`config.mk`:
```
export PLATFORM = sky130hd
export DESIGN_NAME = turnaround_sched
export DESIGN_NICKNAME = d
export VERILOG_FILES = /design/src/rtl/tws_pkg.sv /design/src/rtl/tws_history.sv /design/src/rtl/tws_release_ctr.sv /design/src/rtl/tws_reload_track.sv /design/src/rtl/tws_sequencer.sv /design/src/rtl/turnaround_sched.sv
export SDC_FILE = /design/constraint.sdc
export NUM_CORES = 1
export LEC_CHECK = 0
export BUFFER_PORTS_ARGS = -buffer_cell sky130_fd_sc_hd__buf_2
export CAP_MARGIN = 20
export CELL_PAD_IN_SITES_DETAIL_PLACEMENT = 0
export CELL_PAD_IN_SITES_GLOBAL_PLACEMENT = 1
export CORE_UTILIZATION = 40
export DETAILED_ROUTE_END_ITERATION = 8
export HOLD_SLACK_MARGIN = 0.08
export PLACE_DENSITY_LB_ADDON = 0.1
export SYNTH_ARGS = -nofsm -noshare
export SYNTH_HDL_FRONTEND = slang
export SYNTH_SLANG_ARGS = --single-unit
```
`constraint.sdc`:
```
create_clock -name clk -period 3.5 [get_ports clk]
set_clock_uncertainty 0.2 [all_clocks]
set_input_delay 0.175 -clock clk [delete_from_list [all_inputs] [get_ports clk]]
set_output_delay 0.175 -clock clk [all_outputs]
set_load 0.05 [all_outputs]
```
`src/rtl/tws_pkg.sv`:
```
package tws_pkg;

    localparam int TWS_NUM_CS = 4;
    localparam int TWS_FLT_W  = 4;
    localparam int TWS_WAIT_W = TWS_FLT_W + 1;

    typedef enum logic [1:0] {
        PH_IDLE = 2'd0,
        PH_WAIT = 2'd1,
        PH_BUSY = 2'd2
    } phase_e;

    typedef struct packed {
        logic                 valid;
        logic                 was_read;
        logic                 rd_ctl;
        logic [TWS_FLT_W-1:0] flt;
    } hist_t;

    function automatic logic [TWS_WAIT_W-1:0] tws_gap(
        input logic                 flt_due,
        input logic [TWS_FLT_W-1:0] rel,
        input logic                 rw_due,
        input logic                 reload_due
    );
        logic [TWS_WAIT_W-1:0] g;
        g = flt_due ? TWS_WAIT_W'(rel) : '0;
        g = g + TWS_WAIT_W'(rw_due) + TWS_WAIT_W'(reload_due);
        return g;
    endfunction

endpackage

```
`src/rtl/tws_history.sv`:
```
module tws_history
    import tws_pkg::*;
#(
    parameter int NUM_CS = TWS_NUM_CS,
    parameter int CS_W   = 2
) (
    input  logic                        clk,
    input  logic                        rst,
    input  logic                        capture,
    input  logic                        cap_write,
    input  logic [CS_W-1:0]             cap_cs,
    input  logic [NUM_CS*TWS_FLT_W-1:0] cfg_float,
    input  logic [NUM_CS-1:0]           cfg_rdctl,
    output hist_t                       hist,
    output logic [CS_W-1:0]             hist_cs
);

    logic [TWS_FLT_W-1:0] flt_tab [NUM_CS];

    genvar gi;
    generate
        for (gi = 0; gi < NUM_CS; gi++) begin : g_slice
            assign flt_tab[gi] = cfg_float[gi*TWS_FLT_W +: TWS_FLT_W];
        end
    endgenerate

    always_ff @(posedge clk) begin
        if (rst) begin
            hist    <= '0;
            hist_cs <= '0;
        end else if (capture) begin
            hist.valid    <= 1'b1;
            hist.was_read <= ~cap_write;
            hist.rd_ctl   <= cfg_rdctl[cap_cs];
            hist.flt      <= flt_tab[cap_cs];
            hist_cs       <= cap_cs;
        end
    end

endmodule

```
`src/rtl/tws_release_ctr.sv`:
```
module tws_release_ctr
    import tws_pkg::*;
(
    input  logic                 clk,
    input  logic                 rst,
    input  logic                 load,
    input  logic [TWS_FLT_W-1:0] load_val,
    output logic [TWS_FLT_W-1:0] rel
);

    always_ff @(posedge clk) begin
        if (rst) begin
            rel <= '0;
        end else if (load) begin
            rel <= load_val;
        end else if (rel != '0) begin
            rel <= rel - TWS_FLT_W'(1);
        end
    end

endmodule

```
`src/rtl/tws_reload_track.sv`:
```
module tws_reload_track (
    input  logic clk,
    input  logic rst,
    input  logic slow_mode,
    input  logic consume,
    output logic pend
);

    logic slow_q;

    always_ff @(posedge clk) begin
        if (rst) begin
            slow_q <= slow_mode;
            pend   <= 1'b0;
        end else begin
            slow_q <= slow_mode;
            if (slow_mode != slow_q) begin
                pend <= 1'b1;
            end else if (consume) begin
                pend <= 1'b0;
            end
        end
    end

endmodule

```
`src/rtl/tws_sequencer.sv`:
```
module tws_sequencer
    import tws_pkg::*;
(
    input  logic                 clk,
    input  logic                 rst,
    input  logic                 req_valid,
    input  logic                 req_write,
    input  logic                 req_internal,
    input  logic                 cs_differs,
    input  hist_t                hist,
    input  logic [TWS_FLT_W-1:0] rel,
    input  logic                 reload_pend,
    input  logic                 xfer_done,
    output logic                 go,
    output logic                 stall,
    output logic                 ext_go,
    output logic                 consume,
    output phase_e               phase
);

    phase_e                phase_q, phase_d;
    logic [TWS_WAIT_W-1:0] wcnt_q, wcnt_d;
    logic [TWS_WAIT_W-1:0] gap;
    logic                  ext_req, int_req, flt_due, rw_due;

    always_comb begin
        ext_req = req_valid && !req_internal;
        int_req = req_valid && req_internal;
        rw_due  = hist.valid && hist.was_read && req_write;
        flt_due = hist.valid && hist.was_read && (req_write || cs_differs);
        gap     = tws_gap(flt_due, rel, rw_due, reload_pend);

        go      = 1'b0;
        consume = 1'b0;
        phase_d = phase_q;
        wcnt_d  = wcnt_q;

        case (phase_q)
            PH_IDLE: begin
                if (int_req) begin
                    go = 1'b1;
                end else if (ext_req) begin
                    consume = 1'b1;
                    if (gap == '0) begin
                        go      = 1'b1;
                        phase_d = PH_BUSY;
                    end else begin
                        wcnt_d  = gap;
                        phase_d = PH_WAIT;
                    end
                end
            end
            PH_WAIT: begin
                if (!ext_req) begin
                    phase_d = PH_IDLE;
                end else if (wcnt_q <= TWS_WAIT_W'(1)) begin
                    go      = 1'b1;
                    phase_d = PH_BUSY;
                end else begin
                    wcnt_d = wcnt_q - TWS_WAIT_W'(1);
                end
            end
            PH_BUSY: begin
                if (int_req) begin
                    go = 1'b1;
                end
                if (xfer_done) begin
                    phase_d = PH_IDLE;
                end
            end
            default: phase_d = PH_IDLE;
        endcase

        ext_go = go && !req_internal;
        stall  = req_valid && !go;
        phase  = phase_q;
    end

    always_ff @(posedge clk) begin
        if (rst) begin
            phase_q <= PH_IDLE;
            wcnt_q  <= '0;
        end else begin
            phase_q <= phase_d;
            wcnt_q  <= wcnt_d;
        end
    end

endmodule

```
`src/rtl/turnaround_sched.sv`:
```
module turnaround_sched
    import tws_pkg::*;
#(
    parameter int NUM_CS = TWS_NUM_CS,
    localparam int CS_W  = (NUM_CS > 1) ? $clog2(NUM_CS) : 1
) (
    input  logic                        clk,
    input  logic                        rst,
    input  logic                        req_valid,
    input  logic                        req_write,
    input  logic [CS_W-1:0]             req_cs,
    input  logic                        req_internal,
    input  logic [NUM_CS*TWS_FLT_W-1:0] cfg_float,
    input  logic [NUM_CS-1:0]           cfg_rdctl,
    input  logic                        slow_mode,
    input  logic                        rd_rise,
    input  logic                        cs_rise,
    input  logic                        xfer_done,
    output logic                        stall,
    output logic                        go
);

    hist_t                hist;
    logic [CS_W-1:0]      hist_cs;
    logic [TWS_FLT_W-1:0] rel;
    logic                 rel_load;
    logic                 reload_pend;
    logic                 ext_go;
    logic                 consume;
    logic                 cs_differs;
    logic                 hist_valid, hist_read;
    logic [1:0]           phase_bits;
    phase_e               phase;

    assign cs_differs = (req_cs != hist_cs);
    assign hist_valid = hist.valid;
    assign hist_read  = hist.was_read;
    assign phase_bits = phase;
    assign rel_load   = (phase == PH_BUSY) && hist.valid && hist.was_read &&
                        (hist.rd_ctl ? rd_rise : cs_rise);

    tws_history #(.NUM_CS(NUM_CS), .CS_W(CS_W)) u_hist (
        .clk       (clk),
        .rst       (rst),
        .capture   (ext_go),
        .cap_write (req_write),
        .cap_cs    (req_cs),
        .cfg_float (cfg_float),
        .cfg_rdctl (cfg_rdctl),
        .hist      (hist),
        .hist_cs   (hist_cs)
    );

    tws_release_ctr u_rel (
        .clk      (clk),
        .rst      (rst),
        .load     (rel_load),
        .load_val (hist.flt),
        .rel      (rel)
    );

    tws_reload_track u_reload (
        .clk       (clk),
        .rst       (rst),
        .slow_mode (slow_mode),
        .consume   (consume),
        .pend      (reload_pend)
    );

    tws_sequencer u_seq (
        .clk          (clk),
        .rst          (rst),
        .req_valid    (req_valid),
        .req_write    (req_write),
        .req_internal (req_internal),
        .cs_differs   (cs_differs),
        .hist         (hist),
        .rel          (rel),
        .reload_pend  (reload_pend),
        .xfer_done    (xfer_done),
        .go           (go),
        .stall        (stall),
        .ext_go       (ext_go),
        .consume      (consume),
        .phase        (phase)
    );

endmodule

```
Word-level counts from Yosys, hierarchy flattened --
Cells that the tools add are included.
Word-level totals: flip-flop bits (word level) 22, output and inout bits 2, logic and storage cells 85
Cells by class: muxes and demuxes 34, add/subtract/negate cells 4, eq/ne operators 11, bitwise logic cells 2, $lt $le $gt $ge 3, reductions and logical operators 21
Operator list (number):
- $mux 5 | 5
- $mux 4 | 5
- $mux 1 | 13
- $mux 2 | 6
- $add 5x1->5 | 2
- $logic_and 1x1->1 | 10
- $pmux 5 s2 | 1
- $bmux 4 s2 | 1
- $ne 2x2->1 const B | 4
- $pmux 2 s3 | 1
- $reduce_and 6->1 | 1
- $reduce_bool 2->1 | 3
- $le 5x1->1 const B | 1
- $logic_not 5->1 | 1
- $sub 5x1->5 const B | 1
- $ne 2x1->1 const B | 2
- $reduce_and 4->1 | 1
- $reduce_bool 4->1 | 1
- $sub 4x1->4 const B | 1
- $ge 3x3->1 const B | 1
- $lt 2x3->1 const B | 1
- $ne 3x3->1 const B | 1
- $not 2->3 | 1
- $pmux 1 s3 | 1
- other kinds (9) | 10

Logic depth before layout (Yosys ltp) --
word-level depth 13, depth in mapped cells 12, gate-level depth less buffers 11

By module --
A second synthesis with hierarchy kept.
Unflattened totals: cells, all modules 157, area total of the unflattened synthesis 1458.9 um2
By module, submodules not included:
- tws_sequencer | instances 1, seq. area each 140.1 um2, cells each 79, area an instance 665.6 um2
- tws_history | instances 1, seq. area each 180.2 um2, cells each 42, area an instance 462.9 um2
- tws_release_ctr | instances 1, seq. area each 80.1 um2, cells each 25, area an instance 226.5 um2
- tws_reload_track | instances 1, seq. area each 40.0 um2, cells each 5, area an instance 60.1 um2
- turnaround_sched | instances 1, seq. area each 0.0 um2, cells each 6, area an instance 43.8 um2

Least setup slack after synthesis --
No wires, ideal clock.
path type reg2out, start point register u_hist.hist_cs[0], end point output stall, stages on the path, launching flop included 12, setup slack 0.102 ns, arrival 3.023 ns, path through dfxtp_1 -> xnor2_2 -> a31oi_1 -> and2_1 -> fa_1 -> ha_1 -> and4_1 -> o21ai_1 -> mux2_4 -> a21oi_1 -> o31a_1 -> nor2b_1
Between the ends: longest elaborated chain between the ends 13
Ends and longest elaborated chain:
- from (decl) | line tws_history.sv:15 | output logic [CS_W-1:0] hist_cs
- from (signal assigned) | line tws_history.sv:36 | hist_cs <= cap_cs;
- $ne 2x2->1 | line turnaround_sched.sv:35 | assign cs_differs = (req_cs != hist_cs);
- $logic_or 1x1->1 | line tws_sequencer.sv:30 | flt_due = hist.valid && hist.was_read && (req_write || cs_differs);
- $logic_and 1x1->1 | line tws_sequencer.sv:30
- $mux 4 | line tws_pkg.sv:27 | g = flt_due ? TWS_WAIT_W'(rel) : '0;
- $add 5x1->5 (2 in a row) | line tws_pkg.sv:28 | g = g + TWS_WAIT_W'(rw_due) + TWS_WAIT_W'(reload_due);
- $logic_not 5->1 | line tws_sequencer.sv:44 | if (gap == '0) begin
- $mux 1 | line tws_sequencer.sv:44
- $mux 1 | line tws_sequencer.sv:42 | end else if (ext_req) begin
- $mux 1 | line tws_sequencer.sv:40 | if (int_req) begin
- $pmux 1 s3 | line tws_sequencer.sv:38 | case (phase_q)
- $logic_not 1->1 | line tws_sequencer.sv:75 | stall = req_valid && !go;
- $logic_and 1x1->1 | line tws_sequencer.sv:75
- to (decl) | line turnaround_sched.sv:19 | output logic stall,
Every way passes these cells.

Worst setup path after layout --
start point register u_hist.hist_cs[1], end point output go
Between the ends: longest elaborated chain between the ends 11
Ends and longest elaborated chain:
- $ne 2x2->1 | line turnaround_sched.sv:35
- $logic_or 1x1->1 | line tws_sequencer.sv:30
- $logic_and 1x1->1 | line tws_sequencer.sv:30
- $mux 4 | line tws_pkg.sv:27
- $add 5x1->5 (2 in a row) | line tws_pkg.sv:28
- $logic_not 5->1 | line tws_sequencer.sv:44
- $mux 1 | line tws_sequencer.sv:44
- $mux 1 | line tws_sequencer.sv:42
- $mux 1 | line tws_sequencer.sv:40
- $pmux 1 s3 | line tws_sequencer.sv:38
- to (decl) | line turnaround_sched.sv:20 | output logic go
Every way passes these cells.

==> insert_results.sql <==
INSERT INTO impl_metrics (metric_group, metric, value, unit) VALUES
('pwr', 'pwr-share-clk', '27.6', '%'),
('pwr', 'p_switching', '277', 'µW'),
('pwr', 'sw_frac_of_total', '32.7', '%'),
('clocking', 'worst_skew_pair.late_latency', '0.26', 'ns'),
('worst_setup_path', 'reg2reg_slack', '0.34', 'ns'),
('clocking', 'clock_tree.buffer_depth', '2', ''),
('logic_synthesis', 'synth_edf_count', '0', ''),
('global_route', 'grt_use_total', '19.8', '%'),
('logic_synthesis', 'synth_top_cells_by_area', 'dfxtp_1 (29%), mux4_1 (8.5%), nand2_1 (4.6%), a21oi_1 (4.5%), ha_1 (4.1%)', ''),
('pwr', 'power-per-cell-area', '459', 'nW/µm²'),
('worst_hold_path', 'hold-path-cell-count', '2', ''),
('clocking', 'cts.sink_count', '22', ''),
('timing', 'min_period_over_period', '94.9', '%'),
('timing', 'final.min_clock_period', '3.32', 'ns'),
('worst_setup_path', 'regToRegStartpoint', 'u_hist.hist_cs[1]', ''),
('logic_synthesis', 'synth_async_sr_flop_share', '0', '%'),
('floorplan', 'die_area', '4100', 'µm²'),
('worst_setup_path', 'start_kind', 'flip-flop', ''),
('logic_synthesis', 'syn-num-nets', '217', ''),
('pwr', 'internal_power', '570', 'µW'),
('detailed_routing', 'drt_iter0_drc', '80', ''),
('logic_synthesis', 'synth.most_common_cell', 'dfxtp_1', ''),
('cells_and_area', 'num-nets-final', '249', ''),
('placed_design', 'placement.cell_area', '1720', 'µm²'),
('cells_and_area', 'final_cell_area', '1850', 'µm²'),
('logic_synthesis', 'synth-warning-count', '0', ''),
('placed_design', 'post-dp-hpwl', '2.92', 'mm'),
('detailed_routing', 'detailed_routing_iteration_count_for_the_pre_antenna_repair_pass', '4', ''),
('logic_synthesis', 'synth_seq_area_share', '28.6', '%'),
('detailed_routing', 'total_wirelength', '3.68', 'mm'),
('worst_setup_path', 'timing.critical_path.arrival', '2.95', 'ns'),
('floorplan', 'floorplan.rows', '22', ''),
('detailed_routing', 'antenna_violating_nets_post_route', '0', ''),
('logic_synthesis', 'netlist_top_cells_count', 'dfxtp_1 (22), nand2_1 (19), a21oi_1 (14), nor2_1 (14), nand3_1 (10)', ''),
('pwr', 'share_comb_of_total_power', '33.5', '%'),
('detailed_routing', 'dr_total_vias', '1441', ''),
('timing', 'final-max-slew-violation-count', '0', ''),
('clocking', 'clkTransAtPathRegs', '0.08', 'ns'),
('global_route', 'grt.overflow.total', '0', ''),
('worst_setup_path', 'critPathKind', 'reg2out', ''),
('logic_synthesis', 'syn-mean-instance-area', '8.56', 'µm²'),
('worst_setup_path', 'worst-path-max-fanout', '6', ''),
('cells_and_area', 'final.fill_count', '360', ''),
('cells_and_area', 'diodes', '0', ''),
('timing', 'tightest_slew', '0.523', 'ns'),
('pwr', 'vdd.ir_drop.worst', '0.190', 'mV'),
('placed_design', 'gpl.final_weighted_congestion', '0.847', ''),
('run', 'drv_cap', '0', ''),
('status', 'status', 'completed', ''),
('floorplan', 'die_w', '64.1', 'µm'),
('worst_setup_path', 'worst_ep_required_time', '3.12', 'ns'),
('timing', 'clock.fmax', '0.301', 'GHz'),
('worst_setup_path', 'reg2reg_to', 'u_hist.hist[0]', ''),
('global_route', 'via_count_of_the_first_global_routing_pass', '1388', ''),
('worst_hold_path', 'holdCritPathClass', 'in2reg', ''),
('cells_and_area', 'post_route_cells_drive_above_1_share', '22.7', '%'),
('floorplan', 'core-area', '3690', 'µm²'),
('floorplan', 'die_y', '64.1', 'µm'),
('timing', 'worst_hold_slack', '0.0891', 'ns'),
('logic_synthesis', 'synth.ff_latch_count', '22', ''),
('logic_synthesis', 'synth_flop_cell', 'dfxtp_1', ''),
('worst_setup_path', 'critical_path.endpoint_type', 'primary output', ''),
('worst_hold_path', 'timing.hold.worst.start', 'rst', ''),
('detailed_routing', 'drc', '0', ''),
('cells_and_area', 'layout.core_utilization', '50.1', '%'),
('logic_synthesis', 'synth_cell_type_count', '47', ''),
('detailed_routing', 'route.detailed.wl_per_inst', '14.2', 'µm'),
('global_route', 'grt_antenna_before_repair', '0', ''),
('clocking', 'cts-buffers-inserted', '3', ''),
('detailed_routing', 'vias_per_cell', '5.56', ''),
('cells_and_area', 'area_delta_synth_final', '19.9', '%');
==> metrics by stage <==
step / TNS (ns) / instances
final: 0 / 259
after global routing: -0.00113 / 259
after CTS: 0 / 258
after detailed placement: 0 / 253
after global placement: 0 / 253
after floorplan: 0 / 180
==> worst max-delay path, cell delays in order, from the launching register on <==
cell	delay, ns
dfxtp_2	0.35
xnor2_2	0.22
a31oi_4	0.13
and2_1	0.19
fa_2	0.40
ha_4	0.20
and4_1	0.19
o21ai_1	0.08
mux2_4	0.20
a21oi_1	0.09
o31a_1	0.28
and2_1	0.16
buf_4	0.18
==> area by class of cell <==
class,instances,area [µm²],area share [%]
Clock buffer,3,41.3,2.24
Clock inverter,1,30.0,1.63
Inverter,9,33.8,1.83
Multi-Input combinational cell,141,1050,56.8
Sequential cell,22,442,23.9
Tap cell,48,60.1,3.25
Timing Repair Buffer,35,190,10.3
==> power by group through the flow <==
stage               clock network, mW  registers, mW  logic (mW)
floorplan                           0          0.312       0.234
global placement                    0          0.333       0.271
detailed placement                  0          0.334       0.276
CTS                             0.240          0.329       0.282
global route                    0.249          0.334       0.328
finish                          0.234          0.330       0.284
==> cells in the final DEF (no fill, tap or decap), types with 2 or more instances in the layout <==
| cell type | netlist | final |
|---|---|---|
| a2111o_1 | 2 | 2 |
| a211oi_1 | 4 | 4 |
| a21oi_1 | 14 | 14 |
| a32oi_1 | 3 | 3 |
| and2_1 | 6 | 6 |
| and3_1 | 4 | 4 |
| buf_2 | 1 | 30 |
| buf_4 | 0 | 4 |
| clkbuf_8 | 0 | 3 |
| dfxtp_1 | 22 | 21 |
| ha_1 | 5 | 4 |
| inv_1 | 9 | 9 |
| mux2i_1 | 2 | 2 |
| mux4_1 | 5 | 5 |
| nand2_1 | 19 | 19 |
| nand3_1 | 10 | 10 |
| nand4_1 | 3 | 3 |
| nor2_1 | 14 | 14 |
| nor2b_1 | 2 | 2 |
| nor3_1 | 5 | 5 |
| o21a_1 | 2 | 2 |
| o21ai_0 | 9 | 9 |
| or3_1 | 2 | 2 |
| xnor2_1 | 7 | 7 |
| xnor2_2 | 2 | 2 |
==> layer usage <==
layer / track usage (%) / routed length (µm)
met4: 7.10 / 45
met3: 3.39 / 211
met2: 33.9 / 1730
met1: 24.7 / 1690
met5: 0 / 0
==> kinds of logic (layout without fill, tap and decap cells) <==
| kind of cell | after synthesis | after routing | share of synthesized area [%] |
|---|---|---|---|
| buffers and inverters | 17 | 48 | 5.20 |
| multiplexers | 8 | 8 | 10.8 |
| flip-flops | 22 | 22 | 28.6 |
| XOR/XNOR | 9 | 9 | 6.09 |
| adder cells (fa/ha/maj) | 6 | 6 | 5.36 |
| AO/OA/AOI/OAI | 48 | 48 | 21.6 |
| AND/OR/NAND/NOR | 70 | 70 | 22.3 |
==> sequential cells by signal, summed over array words and instances, names as in the netlist <==
register         flops
u_seq.wcnt_q         5
u_reload.pend        1
u_reload.slow_q      1
u_hist.hist          7
u_hist.hist_cs       2
u_seq.phase          2
u_rel.rel            4
==> what timing repair did <==
action | in CTS | in global routing
pin swaps | 0 | 1
hold buffers | 1 | 0
buffers inserted | 0 | 1
endpoints found under the hold margin | 2 | 0
gates cloned | 0 | 0
resized for setup | 5 | 3
endpoints found under the setup margin | 2 | 2
==> worst max path at each step <==
stage | from | cells after the start | end | slack, ns
after floorplan | u_hist.hist_cs[0] | 11 | stall | 0.10
after global placement | u_hist.hist_cs[1] | 10 | u_hist.hist[0] | 0.23
after detailed placement | u_hist.hist_cs[1] | 10 | u_hist.hist[0] | 0.14
after CTS | u_hist.hist_cs[0] | 12 | go | 0.06
after global routing | u_hist.hist_cs[0] | 10 | go | -0.001
final | u_hist.hist_cs[1] | 12 | go | 0.18
No activity file was read; power rests on OpenSTA's default activity.
